### src/rtl/irq_arbiter.sv
module irq_arbiter #(
  parameter int N_EDGE = 4,
  parameter int N_LEVEL = 2,
  parameter int ADDR_W = 12,
  parameter int SPACING = 2,
  parameter logic [ADDR_W-1:0] BOOT_BASE = 12'hE00,
  localparam int N_SRC = N_EDGE + N_LEVEL,
  localparam int ID_W = $clog2(N_SRC + 1)
) (
  input  logic              clk,
  input  logic              rst_n,
  input  logic              boot_rst_sel,
  input  logic              ivt_sel,
  input  logic [N_EDGE-1:0] edge_evt,
  input  logic [N_LEVEL-1:0] lvl_req,
  input  logic [N_SRC-1:0]  src_en,
  input  logic              gie_set,
  input  logic              gie_clr,
  input  logic              flag_wr,
  input  logic [N_EDGE-1:0] flag_wdata,
  input  logic              insn_boundary,
  input  logic              reti,
  output logic              irq_take,
  output logic [ID_W-1:0]   irq_id,
  output logic [ADDR_W-1:0] irq_vec,
  output logic [ADDR_W-1:0] reset_vec,
  output logic              gie,
  output logic [N_EDGE-1:0] flags
);

  logic              gie_q, hold_q;
  logic [N_EDGE-1:0] flag_q;
  logic [ID_W-1:0]   win;
  logic [N_EDGE-1:0] take_clr;

  wire [N_SRC-1:0] pend = {lvl_req, flag_q} & src_en;

  always_comb begin
    win = '0;
    for (int i = N_SRC - 1; i >= 0; i--)
      if (pend[i]) win = ID_W'(i + 1);
  end

  assign irq_take  = insn_boundary & gie_q & ~gie_clr & ~hold_q & (|pend);
  assign irq_id    = irq_take ? win : '0;
  assign irq_vec   = (ivt_sel ? BOOT_BASE : '0) + ADDR_W'(int'(win) * SPACING);
  assign reset_vec = boot_rst_sel ? BOOT_BASE : '0;
  assign gie       = gie_q;
  assign flags     = flag_q;

  for (genvar k = 0; k < N_EDGE; k++) begin : g_clr
    assign take_clr[k] = irq_take && (win == ID_W'(k + 1));
  end

  wire [N_EDGE-1:0] wr_clr = flag_wr ? flag_wdata : '0;

  always_ff @(posedge clk or negedge rst_n) begin
    if (!rst_n) begin
      gie_q  <= 1'b0;
      hold_q <= 1'b0;
      flag_q <= '0;
    end else begin
      flag_q <= (flag_q & ~wr_clr & ~take_clr) | edge_evt;
      if (gie_clr || irq_take)  gie_q <= 1'b0;
      else if (gie_set || reti) gie_q <= 1'b1;
      if (reti)               hold_q <= 1'b1;
      else if (insn_boundary) hold_q <= 1'b0;
    end
  end

endmodule

### config.mk
export PLATFORM = sky130hd
export DESIGN_NAME = irq_arbiter
export DESIGN_NICKNAME = d
export VERILOG_FILES = /design/src/rtl/irq_arbiter.sv
export SDC_FILE = /design/constraint.sdc
export NUM_CORES = 1
export LEC_CHECK = 0
export BUFFER_PORTS_ARGS = -buffer_cell sky130_fd_sc_hd__buf_2
export CAP_MARGIN = 20
export CORE_MARGIN = 2
export CORE_UTILIZATION = 30
export DETAILED_ROUTE_END_ITERATION = 8
export PLACE_DENSITY_LB_ADDON = 0.2
export SLEW_MARGIN = 15
export SYNTH_ARGS = -nofsm -noshare
export SYNTH_HDL_FRONTEND = slang
export SYNTH_SLANG_ARGS = --single-unit
### constraint.sdc
create_clock -name clk -period 1.3 [get_ports clk]
set_input_delay 0.065 -clock clk [delete_from_list [all_inputs] [get_ports clk]]
set_output_delay 0.065 -clock clk [all_outputs]
set_load 0.02 [all_outputs]
=== Yosys cells after proc, flatten, opt, wreduce, memory -nomap -nowiden ===
Cells that the tools add are included.

* Register bits after elaboration: 6
* Word-level logic and storage cells: 43
* Output and inout bits: 33
* Bits of input ports: 25

* Mux-type cells: 14
* Add/subtract/negate cells: 1
* Bitwise operators: 12
* Eq/ne operators: 4
* Reduce and logical (&&, ||, !) cells: 9

{| class="wikitable"
|+ Operators with widths
! cell !! count
|-
| $mux W12 || 2
|-
| $mux W3 || 7
|-
| $add A12 B4 Y12 || 1
|-
| $and A4 B4 Y4 || 2
|-
| $not A4 Y4 || 2
|-
| $and A6 B6 Y6 || 1
|-
| $eq A3 B2 Y1 const B || 2
|-
| $reduce_or A6 Y1 || 1
|-
| $and A1 B1 Y1 || 4
|-
| $logic_and A1 B1 Y1 || 4
|-
| $mux W1 || 4
|-
| $mux W4 || 1
|-
| $or A4 B4 Y4 || 1
|-
| $reduce_bool A2 Y1 || 2
|-
| $eq A3 B1 Y1 const B || 1
|-
| $eq A3 B3 Y1 const B || 1
|-
| $logic_or A1 B1 Y1 || 2
|-
| $not A1 Y1 || 2
|}

=== Longest topological paths before layout ===
Gate-level depths: netlist of run 1.

* Word-level depth: 12
* Gate-level depth with buffers: 4
* Mapped depth without buffers: 4

=== Worst setup path after synthesis of run 1 ===
No wires, ideal clock.

* Kind: reg2out
* Start point: reg flag_q[1], in the netlist flags[1]
* End point: out irq_id[0]
* Cell stages (with the launch flop): 5
* Buffers on the path: 0
* Arrival: 1.714 ns
* Data required time: 1.235 ns
* Slack: -0.479 ns
* Cells stage by stage: dfrtp_1 -> nand2_1 -> and2_1 -> a31oi_2 -> a21boi_0

* Longest elaborated chain between the ends: 4
* Elaborated cells on any way between the ends: 6
* Those cells by class: 3 x mux; 2 x bitwise; 1 x reduce/logical

{| class="wikitable"
|+ RTL lines
! item !! line !! source
|-
| start, declared || 32 || <nowiki>logic [N_EDGE-1:0] flag_q;</nowiki>
|-
| start signal, assigned || 63 || <nowiki>flag_q <= (flag_q & ~wr_clr & ~take_clr) | edge_evt;</nowiki>
|-
| $and A6 B6 Y6 || 36 || <nowiki>wire [N_SRC-1:0] pend = {lvl_req, flag_q} & src_en;</nowiki>
|-
| $reduce_or A6 Y1 || 44 || <nowiki>assign irq_take = insn_boundary & gie_q & ~gie_clr & ~hold_q & (|pend);</nowiki>
|-
| $and A1 B1 Y1 || 44 ||
|-
| net irq_take || 23 || <nowiki>output logic irq_take,</nowiki>
|-
| $mux W3 || 45 || <nowiki>assign irq_id = irq_take ? win : '0;</nowiki>
|-
| end, declared || 24 || <nowiki>output logic [ID_W-1:0] irq_id,</nowiki>
|}

The timed path passes the listed nets, and every way through them passes these cells.

=== Worst setup path after layout of run 1 ===
* Start point: reg flag_q[3], in the netlist flags[3]
* End point: out irq_take

* Longest elaborated chain between the ends: 3

{| class="wikitable"
|+ RTL lines
! item !! line
|-
| $and A6 B6 Y6 || 36
|-
| $reduce_or A6 Y1 || 44
|-
| $and A1 B1 Y1 || 44
|-
| end, declared || 23
|}

Every way passes these cells.

==> results of run 1 <==
## sequential cells by signal (all words and copies together) (netlist names)
name and cells:
flags 4, gie 1, hold_q 1
## kinds of logic after synthesis
kind of cell           after synthesis  synth area share
flip-flops                           6             0.272
AO/OA/AOI/OAI                       11             0.170
buffers and inverters               23             0.299
other                                1           0.00680
AND/OR/NAND/NOR                     24             0.252
## final timing paths
path	startpoint	endpoint	cells past startpoint
setup / recovery	flags[3]	irq_take	5
hold / removal	edge_evt[0]	flags[0]	2
setup reg to reg	hold_q	flags[3]	4
hold reg to reg	hold_q	hold_q	1
max in group asynchronous	rst_n	flags[3]	2
min in group asynchronous	rst_n	flags[1]	2
## where the power goes
| part | switching [µW] | internal (µW) |
|---|---|---|
| Sequential | 9.61 | 201 |
| Combinational | 153 | 127 |
| Clock | 71.2 | 116 |
| Total | 233 | 444 |
## final cells by class
class | count | area (µm²) | area share
timing repair buffer | 52 | 349 | 0.388
sequential | 6 | 151 | 0.168
clock buffer | 4 | 26.3 | 0.0292
multi-input combinational | 50 | 335 | 0.372
tap | 25 | 31.3 | 0.0347
inverter | 2 | 7.51 | 0.00833
## per-layer routing
metal  wire, µm  global-route usage  vias up
li1           -                   -      287
met1        530               0.147      266
met2        842               0.282       25
met3         81              0.0154        2
met4         14               0.100        0
met5          0                   0        -
## cell usage in the layout (no fill, tap or decap), types with 2 or more instances in the layout
master,n
inv_1,2
nand2_1,10
nand2_4,2
conb_1,15
nor3_1,2
a31o_2,3
buf_2,29
clkbuf_4,3
dlygate4sd3_1,5
buf_4,13
buf_6,5
dfrtp_1,5
## worst max-delay path: stages (launching register included)
cell and delay (ns):
dfrtp_2 0.39, a222oi_1 0.31, buf_4 0.18, a31oi_4 0.09
buf_4 0.16, buf_6 0.12
## through the flow
stage	instances	setup WS, ns
floorplan	79	-0.224
global placement	125	-0.0820
detailed placement	125	-0.128
CTS	139	-0.277
global route	139	-0.317
finish	139	-0.270
## repair_timing
action,CTS,global route
endpoints found under the hold margin,10,0
setup endpoints to repair,10,11
pin swaps,7,1
resized for setup,16,2
buffers inserted,5,0
hold buffers,5,0
==> metrics.md, run 1 <==
| Metric | Value |
|---|---|
| Area contributors post-synth | `buf_4 (29%), dfrtp_1 (27%), nand2_1 (8.8%), nand4bb_4 (5.0%), a31o_2 (4.8%)` |
| Cell variety after synth | `22` |
| Setup CP Type | `flip-flop to output port` |
| Setup skew after layout | `0.0100 ns` |
| CP Capture Type | `output port` |
| TritonCTS clock tree | `yes` |
| Via density | `~4.2` |
| Final setup fails | `11` |
| Tmin final | `roughly 1.6 ns` |
| Clock tree sinks | `6` |
| Vias | `just under 600` |
| Ant. Diodes | `0` |
| Core Box Area | `approximately 0.0017 mm²` |
| Root Driver | `clkbuf_4` |
| Post-Layout Inst Area | `~900 µm²` |
| Max FO, Critical Path | `3` |
| Most frequent cell after synthesis | `buf_4` |
| I/O Buffers | `34` |
| Synth top cells by count | `buf_4 (21), nand2_1 (13), dfrtp_1 (6)` |
| Die span in y | `around 47 µm` |
| Worst vdd ir | `roughly 0.52 mV` |
| Leak | `around 0.00046 µW` |
| Fin util | `0.522` |
| First-pass GRT wire length | `2260 µm` |
| Drt drc | `0` |
| Largest net degree at the start of global routing | `7` |
| Failing checks | `negative setup slack` |
| Post-route ant nets | `0` |
| Final worst setup slack | `-0.270 ns` |
| Synth top area share | `0.286` |
| Initial DRC count | `8` |
| Overflow after GRT | `0` |
| Clock tree buffer depth | `2` |
| H-Tree Depth | `1` |
| Post-Syn Instances | `65` |
| Total global-route track usage | `0.148` |
| PwrDens | `around 750 mW/mm²` |
| Gp weighted congestion | `between 0.7 and 0.8` |
| Hold slack final | `between 0.01 and 0.015 ns` |
| Setup TNS | `-1.65 ns` |
| Io pins | `58` |
| Syn avg cell area | `~8.5 µm²` |
| Max cap viols | `0` |
| Initial Util | `0.320` |
| EDFF count, synth | `0` |
| Reg clk slew, reported paths | `about 0.050 ns` |
| Slew Limit Fails | `0` |
| Routed WL | `approximately 1500 µm` |
| Number of global-route vias before repair | `between 500 and 600` |
| Yosys reg bits | `6` |
| RSZ-0062 raised after global routing | `yes` |
| Layout filler cell count | `approximately 170` |
| Area grow syn2layout | `63.3%` |
| Reg-to-reg slack, setup | `-0.08 ns` |
| Ys async rst share | `1.00` |
| TritonCTS Buffers | `3` |
| Yosys top cell by area | `buf_4` |
| Status | `complete, but fails checks` |
| Num rows | `15` |
| Synthesized area | `552 µm²` |
| Post-synth top flop | `dfrtp_1` |
| Area post-placement | `732 µm²` |
| Worst Hold Class | `input port to flip-flop` |
| CP arrival | `about 1.5 ns` |
| Hold Vio Cnt, Final | `0` |
| Post-layout power | `~680 µW` |
| DPL Wire Length | `1170 µm` |
| Die width | `46.9 µm` |
| Ys Warns | `0` |
| Wire per inst | `~11 µm` |
| Post-synthesis sequential area ratio | `0.272` |
| Share of layout cells above drive strength 1 | `0.570` |
| Initial antenna violation count | `0` |
| Clk_lat worst skew | `0.25 ns` |
| WP data required | `1.24 ns` |
| Max Fclk | `0.637 GHz` |
| Full die area | `between 0.002 and 0.0025 mm²` |
| CP startpoint kind | `flip-flop` |
| Fin crit share | `1.21` |
| Final #Nets | `140` |
| Drt first pass iters | `4` |
(Power assumes the default switching activity.)
==> run 2, diff against run 1 <==
--- a/config.mk
+++ b/config.mk
@@ -9,2 +9,3 @@
 export CAP_MARGIN = 20
+export CORE_ASPECT_RATIO = 0.9
 export CORE_MARGIN = 2
==> constraint.sdc (replaced) <==
create_clock -name clk -period 1.3 [get_ports clk]
set_input_delay 0 -clock clk [delete_from_list [all_inputs] [get_ports clk]]
set_output_delay 0 -clock clk [all_outputs]
set_load 0.02 [all_outputs]
==> metrics.md, run 2 (synthesis gave the netlist of run 1 again) <==
| Metric | Value |
|---|---|
| Status | `complete, but fails checks` |
| Failing checks | `negative setup slack` |
| Most common cell after layout, fill and taps aside | `buf_2` |
| Clock tree buffer depth | `2 (unchanged)` |
| Gp weighted congestion | `0.696 (-1.4%)` |
| Post-Layout Inst Area | `895 µm² (-0.69%)` |
| Max FFs per register | `4 (unchanged)` |
| Ant. Diodes | `0 (unchanged)` |
| Internal Power | `444 µW (-0.11%)` |
| Worst vdd ir | `0.389 mV (-26%)` |
| Sequential Power Share | `0.311 (about the same)` |
| Largest net degree at the start of global routing | `7 (unchanged)` |
| Placed Instances | `122 (-2.4%)` |
| I/O Buffers | `34 (unchanged)` |
| Vias | `595 (+2.6%)` |
| Hold Vio Cnt, Final | `0 (unchanged)` |
| Final setup fails | `10 (-1)` |
| Post-layout power | `677 µW (about the same)` |
| Root Driver | `clkbuf_4` |
| Number of global-route vias before repair | `524 (-13%)` |
| Final #Nets | `141 (+0.71%)` |
| CP Capture Type | `output port` |
| Initial DRC count | `7 (-1)` |
| WP data required | `1.30 ns (+0.06 ns)` |
| Setup CP Type | `flip-flop to output port` |
| Total global-route track usage | `0.138 (-0.0100)` |
| Wire per inst | `10.9 µm (+3.1%)` |
| Area post-placement | `698 µm² (-4.6%)` |
| Reg clk slew, reported paths | `0.05 ns (about the same)` |
| Initial antenna violation count | `0 (unchanged)` |
| H-Tree Depth | `1 (unchanged)` |
| Most frequent cells in the layout | `buf_2 (30), conb_1 (15), nand2_1 (11)` |
| Post-route ant nets | `0 (unchanged)` |
| RSZ-0062 raised after global routing | `yes` |
| Power share of the combinational group | `0.409 (-0.004)` |
| Switch share | `0.345 (+0.000362)` |
| Die width | `49.2 µm (+4.9%)` |
| Switching pwr | `233 µW (about the same)` |
| Overflow after GRT | `0 (unchanged)` |
| Tmin final | `1.57 ns (-0.00494 ns)` |
| Final worst setup slack | `-0.265 ns (+0.00494 ns)` |
| Clock Power Share | `0.280 (+0.003)` |
| Drt drc | `0 (unchanged)` |
| TritonCTS Buffers | `3 (unchanged)` |
| Worst Hold Class | `input port to output port` |
| PwrDens | `757 mW/mm² (+0.65%)` |
| Num rows | `14 (-1)` |
| Fin util | `0.527 (+0.00477)` |
| Core Box Area | `0.00170 mm² (-1.6%)` |
| DPL Wire Length | `1110 µm (-5.4%)` |
| Full die area | `0.00220 mm² (about the same)` |
| Max FO, Critical Path | `4 (+1)` |
| CP arrival | `1.57 ns (+0.06 ns)` |
| Share of layout cells above drive strength 1 | `0.522 (-0.0484)` |
| Slew Limit Fails | `0 (unchanged)` |
| Clock tree sinks | `6 (unchanged)` |
| Setup TNS | `-1.47 ns (+0.176 ns)` |
| Via density | `4.28 (+2.6%)` |
| CP startpoint kind | `flip-flop` |
| Setup skew after layout | `0.00602 ns (-0.00402 ns)` |
| Routed WL | `1520 µm (+3.1%)` |
| Initial Util | `0.325 (+0.00518)` |
| Die span in y | `44.7 µm (-4.7%)` |
| Leak | `0.000453 µW (-0.95%)` |
| Fin crit share | `1.20 (-0.00380)` |
| Max Fclk | `0.639 GHz (+0.32%)` |
| Io pins | `58 (unchanged)` |
| Final Instance Count excl. Fillers | `139 (unchanged)` |
| First-pass GRT wire length | `2230 µm (-1.5%)` |
| Max cap viols | `0 (unchanged)` |
| TritonCTS clock tree | `yes` |
| Clk_lat worst skew | `0.25 ns (about the same)` |
| Area grow syn2layout | `62.1%` |
| Drt first pass iters | `6 (+2)` |
==> run 2: cell count changes in the layout (fill, tap and decap cells not counted) <==
| cell | previous run | this run |
|---|---|---|
| a32o_2 | 1 | 0 |
| a32o_1 | 0 | 1 |
| and2_2 | 1 | 0 |
| nand2_4 | 2 | 1 |
| buf_2 | 29 | 30 |
| dlygate4sd3_1 | 5 | 8 |
| a21boi_2 | 1 | 2 |
| a21boi_4 | 1 | 0 |
| and2_1 | 0 | 1 |
| nand2_1 | 10 | 11 |
| buf_4 | 13 | 10 |
==> run 2: metal layers <==
| layer | share of wire | GRT usage |
|---|---|---|
| met1 | 0.34 | 0.128 |
| met2 | 0.57 | 0.270 |
| met3 | 0.084 | 0.0574 |
| met5 | 0 | 0 |
| met4 | 0 | 0.0514 |
==> run 2: final timing paths <==
kind,startpoint,end,slack [ns],cells past startpoint
worst min register to register,hold_q,hold_q,0.49,1
worst max-delay path,flags[3],irq_id[0],-0.27,5
min in group asynchronous,rst_n,flags[3],0.11,2
worst max register to register,hold_q,flags[3],-0.07,4
max in group asynchronous,rst_n,flags[3],1.03,2
worst min-delay path,boot_rst_sel,reset_vec[11],0.00002,0
==> run 2: timing repair <==
action	4_1_cts	5_1_grt
cloned	0	0
hold buffers	8	0
buffers inserted	2	3
setup endpoints to repair	10	11
resized for setup	11	4
pin swaps	4	2
hold endpoints to repair	12	0
==> run 2: power groups by stage <==
stage	clock, µW	sequential, µW	combinational [µW]
CTS	201	211	257
detailed placement	0	214	212
global route	222	212	296
finish	189	211	277
floorplan	0	228	169
global placement	0	213	212
==> run 2: worst max-delay path: stages, from the launching register on <==
cell,delay [ns]
dfrtp_2,0.40
a222oi_1,0.31
buf_4,0.18
a31oi_4,0.10
a21boi_2,0.17
buf_4,0.16
==> run 2: cell type report <==
| class | instances | area, µm² |
|---|---|---|
| Fill cell | 168 | 805 |
| Clock buffer | 4 | 26.3 |
| Multi-Input combinational cell | 50 | 318 |
| Sequential cell | 6 | 151 |
| Tap cell | 24 | 30.0 |
| Timing Repair Buffer | 53 | 362 |
| Inverter | 2 | 7.51 |
==> run 2: through the flow <==
stage | hold WS [ns] | setup WS [ns]
after detailed placement | -0.165 | -0.0695
after global routing | 0.0000697 | -0.387
after CTS | 0.000285 | -0.285
final | 0.0000176 | -0.265
after floorplan | -0.296 | -0.185
after global placement | -0.163 | -0.0524
==> run 3, diff against run 2 <==
Settings changed: RECOVER_POWER from default to 50.
==> metrics.md, run 3 (synthesis gave the netlist of run 1 again) <==
| Metric | Value |
|---|---|
| Drt drc | `0 (unchanged)` |
| Hold path start | `boot_rst_sel` |
| Core Box Area | `0.00170 mm² (unchanged)` |
| Status | `complete, but fails checks` |
| Initial Util | `0.325 (unchanged)` |
| Final setup fails | `11 (+1)` |
| Area grow syn2layout | `61.9%` |
| TritonCTS clock tree | `yes` |
| RSZ-0062 raised after global routing | `yes` |
| CP arrival | `1.57 ns (about the same)` |
| CP startpoint kind | `flip-flop` |
| Final #Nets | `141 (unchanged)` |
| Final worst setup slack | `-0.266 ns (-0.000806 ns)` |
| Area post-placement | `698 µm² (unchanged)` |
| WP data required | `1.30 ns (about the same)` |
| Max Fclk | `0.639 GHz (about the same)` |
| Setup skew after layout | `0.00569 ns (-0.000329 ns)` |
| TritonCTS Buffers | `3 (unchanged)` |
| DPL Wire Length | `1110 µm (unchanged)` |
| Die span in y | `44.7 µm (unchanged)` |
| Share of layout cells above drive strength 1 | `0.513 (-0.00870)` |
| I/O Buffers | `34 (unchanged)` |
| Post-Layout Inst Area | `893 µm² (-0.14%)` |
| Hold Path Depth | `0 (unchanged)` |
| Drt first pass iters | `6 (unchanged)` |
| Clk_lat worst skew | `0.25 ns (about the same)` |
| Crit Reg-Reg Endpoint | `flags[3]` |
| Max FO, Critical Path | `4 (unchanged)` |
| Overflow after GRT | `0 (unchanged)` |
| Reg-to-reg slack, setup | `-0.08 ns (about the same)` |
| Max FFs per register | `4 (unchanged)` |
| Vias | `601 (+1.0%)` |
| Pre-CTS WS | `-0.0695 ns (unchanged)` |
| Num rows | `14 (unchanged)` |
| Setup CP Type | `flip-flop to output port` |
| R2r startpoint | `hold_q` |
| Most frequent cells in the layout | `buf_2 (29), conb_1 (15), nand2_1 (11)` |
| Wire per inst | `10.9 µm (-0.33%)` |
| Root Driver | `clkbuf_4` |
| Leak | `0.000451 µW (-0.61%)` |
| Worst vdd ir | `0.390 mV (+0.19%)` |
| Fin crit share | `1.20 (about the same)` |
| Hold EP | `reset_vec[11]` |
| Number of global-route vias before repair | `524 (unchanged)` |
| First-pass GRT wire length | `2230 µm (unchanged)` |
| CP Capture Type | `output port` |
| CP max stage delay | `0.39 ns (about the same)` |
| Slowest-stage cell, CP | `dfrtp_2` |
| Worst Hold Class | `input port to output port` |
| Clock tree buffer depth | `2 (unchanged)` |
| PwrDens | `758 mW/mm² (+0.15%)` |
| Slew Limit Fails | `0 (unchanged)` |
| Worst path most repeated cell | `buf_4` |
| Via density | `4.32 (+1.0%)` |
| Post-route ant nets | `0 (unchanged)` |
| Full die area | `0.00220 mm² (unchanged)` |
| Reg clk slew, reported paths | `0.05 ns (about the same)` |
| Tmin final | `1.57 ns (+0.000806 ns)` |
| Max cap viols | `0 (unchanged)` |
| Ant. Diodes | `0 (unchanged)` |
| Routed WL | `1510 µm (-0.33%)` |
| Largest net degree at the start of global routing | `7 (unchanged)` |
| Critical-path cell list | `a222oi_1 > buf_4 > a31oi_4 > a21boi_2 > buf_4` |
| Gp weighted congestion | `0.696 (unchanged)` |
| Reg2Reg Depth | `4 (unchanged)` |
| Die width | `49.2 µm (unchanged)` |
| Hold Vio Cnt, Final | `0 (unchanged)` |
| Total global-route track usage | `0.138 (unchanged)` |
| Clock tree sinks | `6 (unchanged)` |
| H-Tree Depth | `1 (unchanged)` |
| Initial antenna violation count | `0 (unchanged)` |
| Failing checks | `negative setup slack` |
| Initial DRC count | `7 (unchanged)` |
| Most common cell after layout, fill and taps aside | `buf_2` |
| Io pins | `58 (unchanged)` |
## run 3: cell types whose count changed in the layout (fill, tap and decap cells not counted), sizes merged
cell,before,now
buf,45,44
clkbuf,4,5
## run 3: final cells by class
| cell class | instances | area [µm²] |
|---|---|---|
| Fill cell | 167 | 806 |
| Timing Repair Buffer | 53 | 360 |
| Sequential cell | 6 | 151 |
| Clock buffer | 4 | 26.3 |
| Tap cell | 24 | 30.0 |
| Multi-Input combinational cell | 50 | 318 |
| Inverter | 2 | 7.51 |
## run 3: metrics by stage
step / hold slack, ns / TNS, ns / std cells / power [µW] / utilization
2_1_floorplan: -0.296 / -0.514 / 79 / 397 / -
3_3_place_gp: -0.163 / -0.107 / 122 / 425 / 0.411
3_5_place_dp: -0.165 / -0.182 / 122 / 426 / 0.411
4_1_cts: 0.000285 / -1.27 / 136 / 669 / 0.504
5_1_grt: 0.0000697 / -2.49 / 139 / 730 / 0.526
6_report: 0.0000176 / -1.48 / 139 / 677 / 0.526
## run 3: worst max path at each step
stage | from | end | depth (start not counted)
4_1_cts | flags[3] | irq_id[0] | 5
5_1_grt | flags[3] | irq_id[0] | 5
6_report | flags[3] | irq_id[0] | 5
3_3_place_gp | hold_q | flags[3] | 4
2_1_floorplan | flags[1] | irq_id[0] | 4
3_5_place_dp | hold_q | flags[3] | 4
## run 3: metal layers
layer	wire, µm	GRT usage	vias up
met5	0	0	-
met4	0	0.0514	0
met3	115	0.0574	0
met2	869	0.270	33
met1	525	0.128	278
li1	-	-	290
## run 3: critical path, delay by kind of cell, from the launching register on
family / cells / cell delay (ns)
flops: 1 / 0.39
buf+inv: 2 / 0.34
compound gates: 3 / 0.58
## run 3: power by group
part           total, µW  internal, µW  switching, µW
Combinational        276           126            150
Clock                190           117           73.5
Sequential           211           201           10.1
## run 3: timing repair
action | 4_1_cts | 5_1_grt
setup endpoints to repair | 10 | 11
endpoints found under the hold margin | 12 | 0
setup buffers | 2 | 3
cloned | 0 | 0
pin swaps | 4 | 2
hold buffers | 8 | 0
resized for setup | 11 | 4
